[src/rtl/pktdec_pkg.sv]
package pktdec_pkg;

  typedef enum logic [1:0] {
    DW_IDLE   = 2'd0,
    DW_DATA   = 2'd1,
    DW_OPCODE = 2'd2,
    DW_BAD    = 2'd3
  } dw_kind_e;

  localparam logic [7:0]  K28_5_CHAR = 8'hBC;
  localparam logic [7:0]  K28_0_CHAR = 8'h1C;
  localparam logic [7:0]  K29_7_CHAR = 8'hFD;
  localparam logic [31:0] IDLE_DWORD = {K28_5_CHAR, K28_0_CHAR, K28_5_CHAR, K28_0_CHAR};

endpackage

[src/rtl/pktdec_classify.sv]
module pktdec_classify
  import pktdec_pkg::*;
(
  input  logic [31:0] dword,
  input  logic [3:0]  kflag,
  output dw_kind_e    kind
);

  logic idle_hit;
  logic op_hit;
  logic data_hit;

  always_comb begin
    idle_hit = (kflag == 4'b1111) && (dword == IDLE_DWORD);
    op_hit   = (kflag == 4'b1000) && (dword[31:24] == K29_7_CHAR);
    data_hit = (kflag == 4'b0000);
    if (idle_hit)      kind = DW_IDLE;
    else if (op_hit)   kind = DW_OPCODE;
    else if (data_hit) kind = DW_DATA;
    else               kind = DW_BAD;
  end

endmodule

[src/rtl/pktdec_split.sv]
module pktdec_split #(
  parameter int HALF_W = 16
) (
  input  logic                clk,
  input  logic                rst_n,
  input  logic                load,
  input  logic [2*HALF_W-1:0] dword,
  input  logic                first_in,
  input  logic                in_valid,
  output logic                out_valid,
  output logic [HALF_W-1:0]   out_data,
  output logic                out_first
);

  logic [HALF_W-1:0] lo_q, lo_d;
  logic              pend_q, pend_d;
  logic              vld_q, vld_d;
  logic [HALF_W-1:0] dat_q, dat_d;
  logic              fst_q, fst_d;

  always_comb begin
    lo_d   = lo_q;
    pend_d = 1'b0;
    vld_d  = 1'b0;
    dat_d  = dat_q;
    fst_d  = 1'b0;
    if (load) begin
      vld_d  = 1'b1;
      dat_d  = dword[2*HALF_W-1:HALF_W];
      fst_d  = first_in;
      lo_d   = dword[HALF_W-1:0];
      pend_d = 1'b1;
    end else if (pend_q) begin
      vld_d  = 1'b1;
      dat_d  = lo_q;
    end
  end

  always_ff @(posedge clk or negedge rst_n) begin
    if (!rst_n) begin
      lo_q   <= '0;
      pend_q <= 1'b0;
      vld_q  <= 1'b0;
      dat_q  <= '0;
      fst_q  <= 1'b0;
    end else begin
      lo_q   <= lo_d;
      pend_q <= pend_d;
      vld_q  <= vld_d;
      dat_q  <= dat_d;
      fst_q  <= fst_d;
    end
  end

  assign out_valid = vld_q;
  assign out_data  = dat_q;
  assign out_first = fst_q;


  lo_half_follows_chk: assert property (@(posedge clk) disable iff (!rst_n)
    load |-> ##2 out_valid);


  first_has_valid_chk: assert property (@(posedge clk) disable iff (!rst_n)
    out_first |-> out_valid);

  // R3 (input spacing precondition)
  in_spacing_chk: assert property (@(posedge clk) disable iff (!rst_n)
    in_valid |=> !in_valid);

endmodule

[src/rtl/pktdec_frame.sv]
module pktdec_frame
  import pktdec_pkg::*;
#(
  parameter int LEN_W = 24,
  parameter int CNT_W = 16
) (
  input  logic             clk,
  input  logic             rst_n,
  input  logic             in_valid,
  input  dw_kind_e         kind,
  input  logic [LEN_W-1:0] cfg_len,
  output logic             pkt_start,
  output logic             frame_err,
  output logic [CNT_W-1:0] err_cnt,
  output logic [CNT_W-1:0] mis_cnt,
  output logic [CNT_W-1:0] pkt_cnt
);

  localparam logic [LEN_W-1:0] LEN_MAX  = {LEN_W{1'b1}};
  localparam logic [LEN_W-1:0] LEN_STEP = LEN_W'(2);
  localparam logic [CNT_W-1:0] CNT_MAX  = {CNT_W{1'b1}};
  localparam logic [CNT_W-1:0] CNT_ONE  = CNT_W'(1);

  logic             open_q, open_d;
  logic [LEN_W-1:0] len_q, len_d;
  logic             ferr_q, ferr_d;
  logic [CNT_W-1:0] err_q, err_d;
  logic [CNT_W-1:0] mis_q, mis_d;
  logic [CNT_W-1:0] pkt_q, pkt_d;

  logic is_data, is_sep, is_bad, is_close;

  always_comb begin
    is_data  = in_valid && (kind == DW_DATA);
    is_sep   = in_valid && ((kind == DW_IDLE) || (kind == DW_OPCODE));
    is_bad   = in_valid && (kind == DW_BAD);
    is_close = is_sep && open_q;
  end

  always_comb begin
    open_d = open_q;
    len_d  = len_q;
    ferr_d = ferr_q;
    err_d  = err_q;
    mis_d  = mis_q;
    pkt_d  = pkt_q;
    if (is_data) begin
      open_d = 1'b1;
      if (!open_q) begin
        len_d = LEN_STEP;
        if (pkt_q != CNT_MAX) pkt_d = pkt_q + CNT_ONE;
      end else if (len_q >= LEN_MAX - LEN_STEP) begin
        len_d = LEN_MAX;
      end else begin
        len_d = len_q + LEN_STEP;
      end
    end
    if (is_sep) open_d = 1'b0;
    if (is_close && (len_q != cfg_len) && (mis_q != CNT_MAX)) mis_d = mis_q + CNT_ONE;
    if (is_bad) begin
      ferr_d = 1'b1;
      if (err_q != CNT_MAX) err_d = err_q + CNT_ONE;
    end
  end

  always_ff @(posedge clk or negedge rst_n) begin
    if (!rst_n) begin
      open_q <= 1'b0;
      len_q  <= '0;
      ferr_q <= 1'b0;
      err_q  <= '0;
      mis_q  <= '0;
      pkt_q  <= '0;
    end else begin
      open_q <= open_d;
      len_q  <= len_d;
      ferr_q <= ferr_d;
      err_q  <= err_d;
      mis_q  <= mis_d;
      pkt_q  <= pkt_d;
    end
  end

  assign pkt_start = is_data && !open_q;
  assign frame_err = ferr_q;
  assign err_cnt   = err_q;
  assign mis_cnt   = mis_q;
  assign pkt_cnt   = pkt_q;


  ferr_sticky_chk: assert property (@(posedge clk) disable iff (!rst_n)
    frame_err |=> frame_err);


  err_step_chk: assert property (@(posedge clk) disable iff (!rst_n)
    (err_q != $past(err_q)) |-> (err_q == $past(err_q) + CNT_ONE));


  mis_step_chk: assert property (@(posedge clk) disable iff (!rst_n)
    (mis_q != $past(mis_q)) |-> (mis_q == $past(mis_q) + CNT_ONE));


  pkt_only_on_data_chk: assert property (@(posedge clk) disable iff (!rst_n)
    (!in_valid || (kind != DW_DATA)) |=> (pkt_q == $past(pkt_q)));

endmodule

[src/rtl/idle_frame_decoder.sv]
module idle_frame_decoder
  import pktdec_pkg::*;
#(
  parameter int DW_W  = 32,
  parameter int LEN_W = 24,
  parameter int CNT_W = 16
) (
  input  logic               clk,
  input  logic               rst_n,
  input  logic               in_valid,
  input  logic [DW_W-1:0]    in_data,
  input  logic [DW_W/8-1:0]  in_kflag,
  input  logic [LEN_W-1:0]   cfg_pkt_len,
  output logic               wrd_valid,
  output logic [DW_W/2-1:0]  wrd_data,
  output logic               wrd_first,
  output logic               op_valid,
  output logic [DW_W/2-1:0]  op_data,
  output logic               frame_err,
  output logic [CNT_W-1:0]   err_count,
  output logic [CNT_W-1:0]   len_mismatch_count,
  output logic [CNT_W-1:0]   pkt_count
);

  localparam int HALF_W = DW_W / 2;

  dw_kind_e kind;
  logic     pkt_start;
  logic     data_load;

  pktdec_classify u_classify (
    .dword (in_data),
    .kflag (in_kflag),
    .kind  (kind)
  );

  assign data_load = in_valid && (kind == DW_DATA);

  pktdec_split #(.HALF_W(HALF_W)) u_split (
    .clk       (clk),
    .rst_n     (rst_n),
    .load      (data_load),
    .dword     (in_data),
    .first_in  (pkt_start),
    .in_valid  (in_valid),
    .out_valid (wrd_valid),
    .out_data  (wrd_data),
    .out_first (wrd_first)
  );

  pktdec_frame #(.LEN_W(LEN_W), .CNT_W(CNT_W)) u_frame (
    .clk       (clk),
    .rst_n     (rst_n),
    .in_valid  (in_valid),
    .kind      (kind),
    .cfg_len   (cfg_pkt_len),
    .pkt_start (pkt_start),
    .frame_err (frame_err),
    .err_cnt   (err_count),
    .mis_cnt   (len_mismatch_count),
    .pkt_cnt   (pkt_count)
  );

  logic              opv_q, opv_d;
  logic [HALF_W-1:0] opd_q, opd_d;

  always_comb begin
    opv_d = in_valid && (kind == DW_OPCODE);
    opd_d = opd_q;
    if (opv_d) opd_d = in_data[DW_W-9 -: HALF_W];
  end

  always_ff @(posedge clk or negedge rst_n) begin
    if (!rst_n) begin
      opv_q <= 1'b0;
      opd_q <= '0;
    end else begin
      opv_q <= opv_d;
      opd_q <= opd_d;
    end
  end

  assign op_valid = opv_q;
  assign op_data  = opd_q;


  op_pulse_chk: assert property (@(posedge clk) disable iff (!rst_n)
    op_valid |=> !op_valid);


  op_excl_word_chk: assert property (@(posedge clk) disable iff (!rst_n)
    op_valid |-> !wrd_first);

endmodule

[config.mk]
export PLATFORM = sky130hd
export DESIGN_NAME = idle_frame_decoder
export DESIGN_NICKNAME = d
export VERILOG_FILES = /design/src/rtl/pktdec_pkg.sv /design/src/rtl/pktdec_classify.sv /design/src/rtl/pktdec_split.sv /design/src/rtl/pktdec_frame.sv /design/src/rtl/idle_frame_decoder.sv
export SDC_FILE = /design/constraint.sdc
export NUM_CORES = 1
export LEC_CHECK = 0
export ABC_AREA = 0
export ABC_CLOCK_PERIOD_IN_PS = 2950
export BUFFER_PORTS_ARGS = -buffer_cell sky130_fd_sc_hd__buf_4
export CAP_MARGIN = 40
export CELL_PAD_IN_SITES_DETAIL_PLACEMENT = 0
export CELL_PAD_IN_SITES_GLOBAL_PLACEMENT = 1
export CORE_MARGIN = 8
export CORE_UTILIZATION = 44
export DETAILED_ROUTE_END_ITERATION = 8
export GPL_TIMING_DRIVEN = 0
export PLACE_DENSITY = 0.95
export SLEW_MARGIN = 20
export SYNTH_ARGS = -nofsm -noshare
export SYNTH_HDL_FRONTEND = slang
export SYNTH_SLANG_ARGS = --single-unit
[constraint.sdc]
create_clock -name clk -period 2.95 [get_ports clk]
set_input_delay 0.59 -clock clk [delete_from_list [all_inputs] [get_ports clk]]
set_output_delay 0.59 -clock clk [all_outputs]
set_load 0.1 [all_outputs]
[Word level (Yosys, flattened, before mapping)]
Cells that the tools add are included.
Storage, ports and cells
  bits of input ports: 63
  logic and storage cells: 61
  flip-flop bits (word level): 126
  output and inout bits: 84
Cells by class
  magnitude comparators: 1
  equal/unequal tests: 11
  bitwise operators: 1
  multiplexer cells: 13
  add/subtract/negate cells: 4
  reduce and logical (&&, ||, !) cells: 18
Operators by type and width (number)
  $add A16 B1 Y16 const B: 3
  $mux W24: 2
  $ne A16 B16 Y1 const B: 3
  $eq A32 B32 Y1 const B: 1
  $mux W16: 2
  $add A24 B2 Y24 const B: 1
  $ge A24 B24 Y1 const B: 1
  $ne A24 B24 Y1: 1
  $logic_and A1 B1 Y1: 10
  $eq A4 B4 Y1 const B: 2
  $eq A8 B8 Y1 const B: 1
  $mux W1: 6
  $mux W2: 3
  $eq A2 B2 Y1 const B: 2
  $logic_not A4 Y1: 1
  $reduce_bool A2 Y1: 2
  $reduce_and A3 Y1: 1
  $eq A2 B1 Y1 const B: 1
  $logic_not A2 Y1: 1
  $reduce_and A2 Y1: 1
  $logic_not A1 Y1: 1
  $logic_or A1 B1 Y1: 1
  $not A1 Y1: 1

[Logic depth before layout (Yosys ltp)]
  word-level depth: 10
  gate-level depth with buffers: 8
  depth with buffers taken out: 7

[Hierarchy]
Synthesis repeated with hierarchy kept, for this count alone.
Second synthesis, totals
  cell total of the unflattened synthesis: 578
  area, all modules: 6292.3 um^2
Modules (own cells, without submodules)
  pktdec_frame: times used 1, area each 3977.6 um^2, sequential area each 1851.8 um^2, cells an instance 411
  pktdec_split: times used 1, area each 1508.9 um^2, sequential area each 875.8 um^2, cells an instance 109
  idle_frame_decoder: times used 1, area each 681.9 um^2, sequential area each 425.4 um^2, cells an instance 38
  pktdec_classify: times used 1, area each 123.9 um^2, sequential area each 0.0 um^2, cells an instance 20

[Worst setup path after synthesis]
Ideal clock, no wire load.
  path kind: reg2reg
  start: register u_frame.mis_q[7] (netlist: u_frame.mis_cnt[7])
  end: register u_frame.mis_q[1] (netlist: u_frame.mis_cnt[1])
  buffers on the path: 0
  required time: 2.823 ns
  path slack: 0.323 ns
  setup time: 0.127 ns
  stages on the path, launching flop included: 7
  data arrival time: 2.500 ns
  period minus slack after synthesis: 2.627 ns
  path through: dfrtp_1 -> and4_4 -> nand3_2 -> or4_4 -> nand4_4 -> nor3_4 -> mux2_4
On the way
  word-level cells in the longest chain between the ends: 2
Ends and longest elaborated chain
  start: declaration: RTL line pktdec_frame.sv:28  | logic [CNT_W-1:0] mis_q, mis_d;
  start signal: assignment: RTL line pktdec_frame.sv:79  | mis_q <= mis_d;
  $ne A16 B16 Y1: RTL line pktdec_frame.sv:59  | if (is_close && (len_q != cfg_len) && (mis_q != CNT_MAX)) mis_d = mis_q + CNT_ONE;
  $logic_and A1 B1 Y1: RTL line pktdec_frame.sv:59
Every way passes these cells.
A chain may end at the register's enable or synchronous reset.

[Worst setup path after layout]
  start: register u_frame.len_q[2]
  end: register u_frame.len_q[21]
On the way
  word-level cells in the longest chain between the ends: 3
  elaborated cells on any way between the ends: 4
  those cells by class: 1 x add/sub; 1 x order compare; 2 x mux
Ends and longest elaborated chain
  start: declaration: RTL line pktdec_frame.sv:25  | logic [LEN_W-1:0] len_q, len_d;
  start signal: assignment: RTL line pktdec_frame.sv:76  | len_q <= len_d;
  $add A24 B2 Y24 / $ge A24 B24 Y1 (equally long branches): RTL line pktdec_frame.sv:55, pktdec_frame.sv:52
  $mux W24 *: RTL line pktdec_frame.sv:52  | end else if (len_q >= LEN_MAX - LEN_STEP) begin
  $mux W24 *: RTL line pktdec_frame.sv:49  | if (!open_q) begin
Mark *: on every way between the ends. The rest lies on a longest branch, timed or not.

==> Implementation_results.wiki <==
{| class="wikitable"
! Metric !! Value
|-
| RSZ-0062 raised after global routing || no
|-
| Global-route wire length before repair || between 20 and 30 mm
|-
| Leakage power summed over all cells || 0.00385 µW
|-
| Routed wire per std cell || roughly 18 µm
|-
| Fraction of final layout cells with drive strength greater than 1 || between 20% and 30%
|-
| Root Buffer Master || sky130_fd_sc_hd__clkbuf_16
|-
| Largest buffer count on any clock path || 2
|-
| Gate Count Post-Synth || 630
|-
| Final Skew || 0.00661 ns
|-
| Number of diodes added for antenna fixing || 0
|-
| Number of cells traversed by the worst register-to-register path || 6
|-
| Highest net fanout along the worst path || 7
|-
| Area used by multi-input combinational logic || roughly 0.0029 mm²
|-
| Post-synthesis async set-or-reset flop share || between 90% and 100%
|-
| Launching instance or port of the critical path || u_frame.len_q[2]$_DFFE_PN0P_
|-
| Type of the most critical hold path || in2async
|-
| Placer Congestion || a little under 0.9
|-
| Post-synthesis share of cell area spent on and, or, nand and nor gates || roughly 23%
|-
| Type of the worst setup path || reg2reg
|-
| Storage cell area || 0.00315 mm²
|-
| Worst reg2reg startpoint || u_frame.len_q[2]$_DFFE_PN0P_
|-
| Insertion delay of the later-clocked pin in the worst-skew pair || 0.41 ns
|-
| Clock transition at path regs || 0.06 ns
|-
| Core outline area || roughly 0.014 mm²
|-
| Number of max-capacitance violations reported || 0
|-
| Initial Util || roughly 45%
|-
| Die Y-Extent || approximately 130 µm
|-
| Total Neg Setup Slack || 0 ns
|-
| CTS Buf Count || 17
|-
| Power density over the cells || approximately 700 mW/mm²
|-
| Average size of a mapped cell || ~10 µm²
|-
| Layout Cell Area excl Fill || 0.00813 mm²
|-
| Worst VDD drop || slightly below 800 µV
|-
| Dominant combinational cell family by area after synthesis || simple AND/OR/NAND/NOR gates
|-
| Clock tree from TritonCTS || built
|-
| Vias per inst || roughly 5.5
|-
| Fin. max-slew vios || 0
|-
| Count of endpoints failing hold in the final timing report || 0
|-
| Violation count after the first detailed-route iteration || about 410
|-
| Pin count of the biggest net entering global routing || between 60 and 70
|-
| CP startpoint kind || flip-flop
|-
| Most used flip-flop cell after synthesis || sky130_fd_sc_hd__dfrtp_1
|-
| Post-synthesis to final-layout area growth || 30.8%
|-
| Total nets after synthesis || 697
|-
| Result of the run || complete, no violations
|-
| Detailed placement HPWL || around 13 mm
|-
| Grt total ovfl || 0
|-
| Number of unique standard cell types used by synthesis || 47
|-
| DRC || 0
|-
| Post-DP Area || about 0.0076 mm²
|-
| Post-cts repair resize count || 0
|-
| Critical path data required time || 3.21 ns
|-
| Synth Area in Adders || less than 1%
|-
| Flip-flop and latch count after synthesis || 126
|-
| Count of hold buffers inserted by post-cts repair || 0
|-
| Critical path endpoint category || flip-flop
|-
| Final layout net count || about 860
|-
| Peak clock frequency supported by timing || about 380 MHz
|-
| Filler cell count || approximately 1,200
|-
| Worst hold margin || around 0.18 ns
|-
| Vias in the first global route || 5,662
|-
| Final clock period utilization by the worst path || 89.7%
|-
| Count of endpoints failing setup in the final report || 0
|-
| Warnings, synthesis || 0
|-
| Xor-xnor portion of the synthesized cell area || around a tenth
|-
| Slew margin rel. || 36.9%
|-
| Post-synthesis compound-gate area fraction || between 7 and 8%
|-
| Worst Path Arrival || slightly below 3 ns
|-
| Routed Antenna Nets || 0
|-
| Post-synth design cell area || roughly 0.0062 mm²
|-
| Slew at the pin closest to its max-slew limit || around 0.94 ns
|-
| Post-synth EDFFs || 0
|-
| Number of primary I/O pins || roughly 150
|-
| Tot GR Track Use || 20.1%
|-
| Buffers on Ports || about 150
|-
| Mux share of post-synthesis cell area || between 6 and 7%
|-
| Number of search-and-repair iterations in the first detailed-routing pass || 5
|-
| Placement row count || between 40 and 50
|-
| Post-CTS setup buffer count || 0
|-
| Wire length reported by the detailed router || 18.0 mm
|-
| H-tree lvl count || 4
|-
| Register area share after synthesis || between 50 and 60%
|-
| Vias post-DR || approximately 5,400
|-
| Final period demand of the worst path || roughly 2.6 ns
|-
| Overall die width || 135 µm
|-
| Number of sinks driven by the clock tree || approximately 130
|-
| Initial antenna violation count || 0
|-
| Die ar. || 0.0182 mm²
|}
==> cells by family after synthesis <==
logic type / count (synthesis)
and+or+nand+nor: 276
DFF: 126
AOI/OAI and AO/OA: 82
xor gates and xnor gates: 68
buffers and inverters: 39
muxes: 35
adders and majority gates: 4
==> worst max-delay path: stages, from the launching register on <==
cell and delay [ns]:
sky130_fd_sc_hd__dfrtp_1 0.50, sky130_fd_sc_hd__ha_1 0.27, sky130_fd_sc_hd__nand3_1 0.21, sky130_fd_sc_hd__nor4_1 0.77
sky130_fd_sc_hd__nand2_1 0.31, sky130_fd_sc_hd__o21ai_0 0.31, sky130_fd_sc_hd__a21oi_1 0.12
==> per-layer routing <==
metal | wire length (µm) | vias up | GRT usage (%) | share of wire [%]
met5 | 0 | - | 0 | 0
met1 | 7460 | 2644 | 24.0 | 41
met4 | 368 | 0 | 8.36 | 2.0
li1 | - | 2550 | - | -
met3 | 1400 | 40 | 6.28 | 7.8
met2 | 8770 | 200 | 33.1 | 49
==> synth_stat cells, types with 3 or more instances <==
library cell               instances  area, µm²
sky130_fd_sc_hd__mux2_2           18        203
sky130_fd_sc_hd__nand2_1          99        372
sky130_fd_sc_hd__ha_1              4       50.1
sky130_fd_sc_hd__clkbuf_1         19       71.3
sky130_fd_sc_hd__mux2i_1          16        160
sky130_fd_sc_hd__nand3_1          32        160
sky130_fd_sc_hd__xor2_1           43        377
sky130_fd_sc_hd__and3_1           11       68.8
sky130_fd_sc_hd__buf_2             6       30.0
sky130_fd_sc_hd__dfrtp_1         126       3150
sky130_fd_sc_hd__xnor2_1          25        219
sky130_fd_sc_hd__nor2_1           47        176
sky130_fd_sc_hd__and4_1            6       52.6
sky130_fd_sc_hd__nor4b_1           5       43.8
sky130_fd_sc_hd__nor3_1           14       70.1
sky130_fd_sc_hd__inv_1             9       33.8
sky130_fd_sc_hd__nor4_1           14       87.6
sky130_fd_sc_hd__a21oi_1          36        180
sky130_fd_sc_hd__nand4_1          27        169
sky130_fd_sc_hd__a31oi_1           3       18.8
sky130_fd_sc_hd__nor4bb_1          3       30.0
sky130_fd_sc_hd__o21ai_0          32        160
sky130_fd_sc_hd__o21a_1            3       22.5
==> metrics by stage <==
step	setup slack (ns)	util [%]	power, µW	instances
after floorplan	0.323	-	3320	630
after global placement	0.297	54.5	3760	956
after detailed placement	0.243	54.8	3810	958
after CTS	0.393	58.8	5760	990
after global routing	0.133	58.8	5930	990
final	0.303	58.8	5710	990
==> report_power, final <==
group          switching [µW]  internal [µW]  leakage [µW]
logic                    1280            391       0.00193
registers                 184           1930       0.00166
clock network             754           1180      0.000267
==> area by class of cell <==
| class | count | share of cell area [%] |
|---|---|---|
| Buffer | 29 | 1.62 |
| Clock buffer | 23 | 6.13 |
| Clock inverter | 9 | 0.724 |
| Inverter | 10 | 0.462 |
| Multi-Input combinational cell | 465 | 35.6 |
| Sequential cell | 126 | 38.8 |
| Tap cell | 180 | 2.77 |
| Timing Repair Buffer | 148 | 13.9 |
==> placed cells by master (no fill, tap or decap), types with 3 or more instances in the layout <==
cell	synthesis	layout
sky130_fd_sc_hd__o21ai_0	32	32
sky130_fd_sc_hd__nand2_1	99	99
sky130_fd_sc_hd__mux2i_1	16	16
sky130_fd_sc_hd__buf_2	6	6
sky130_fd_sc_hd__nand3_1	32	32
sky130_fd_sc_hd__dfrtp_1	126	126
sky130_fd_sc_hd__o21a_1	3	3
sky130_fd_sc_hd__nor2_1	47	47
sky130_fd_sc_hd__inv_1	9	9
sky130_fd_sc_hd__clkinvlp_4	0	4
sky130_fd_sc_hd__clkbuf_16	0	17
sky130_fd_sc_hd__and4_1	6	6
sky130_fd_sc_hd__nor4b_1	5	5
sky130_fd_sc_hd__clkbuf_8	0	5
sky130_fd_sc_hd__mux2_2	18	18
sky130_fd_sc_hd__nand4_1	27	27
sky130_fd_sc_hd__ha_1	4	4
sky130_fd_sc_hd__buf_4	2	147
sky130_fd_sc_hd__a21oi_1	36	36
sky130_fd_sc_hd__a31oi_1	3	3
sky130_fd_sc_hd__xor2_1	43	43
sky130_fd_sc_hd__clkinv_2	0	4
sky130_fd_sc_hd__xnor2_1	25	25
sky130_fd_sc_hd__and3_1	11	11
sky130_fd_sc_hd__nor4_1	14	14
sky130_fd_sc_hd__nor3_1	14	14
sky130_fd_sc_hd__nor4bb_1	3	3
sky130_fd_sc_hd__clkbuf_1	19	20
==> final timing paths <==
path | slack (ns) | endpoint
setup / recovery | 0.30 | u_frame.len_q[21]$_DFFE_PN0P_
hold / removal | 0.18 | op_data[10]$_DFFE_PN0P_
setup reg to reg | 0.30 | u_frame.len_q[21]$_DFFE_PN0P_
hold reg to reg | 0.48 | u_split.lo_q[10]$_DFFE_PN0P_
max in group asynchronous | 2.05 | u_frame.err_cnt[1]$_DFFE_PN0P_
min in group clk | 0.38 | u_split.lo_q[4]$_DFFE_PN0P_
==> sequential cells by signal, summed over array words and instances, names as in the netlist <==
name / cells
u_frame.pkt_cnt: 16
u_frame.err_cnt: 16
u_frame.open_q: 1
u_frame.len_q: 24
u_split.out_data: 16
op_valid: 1
u_split.out_valid: 1
op_data: 16
u_split.out_first: 1
u_frame.frame_err: 1
u_split.lo_q: 16
u_frame.mis_cnt: 16
u_split.pend_q: 1
(Power assumes the default switching activity.)
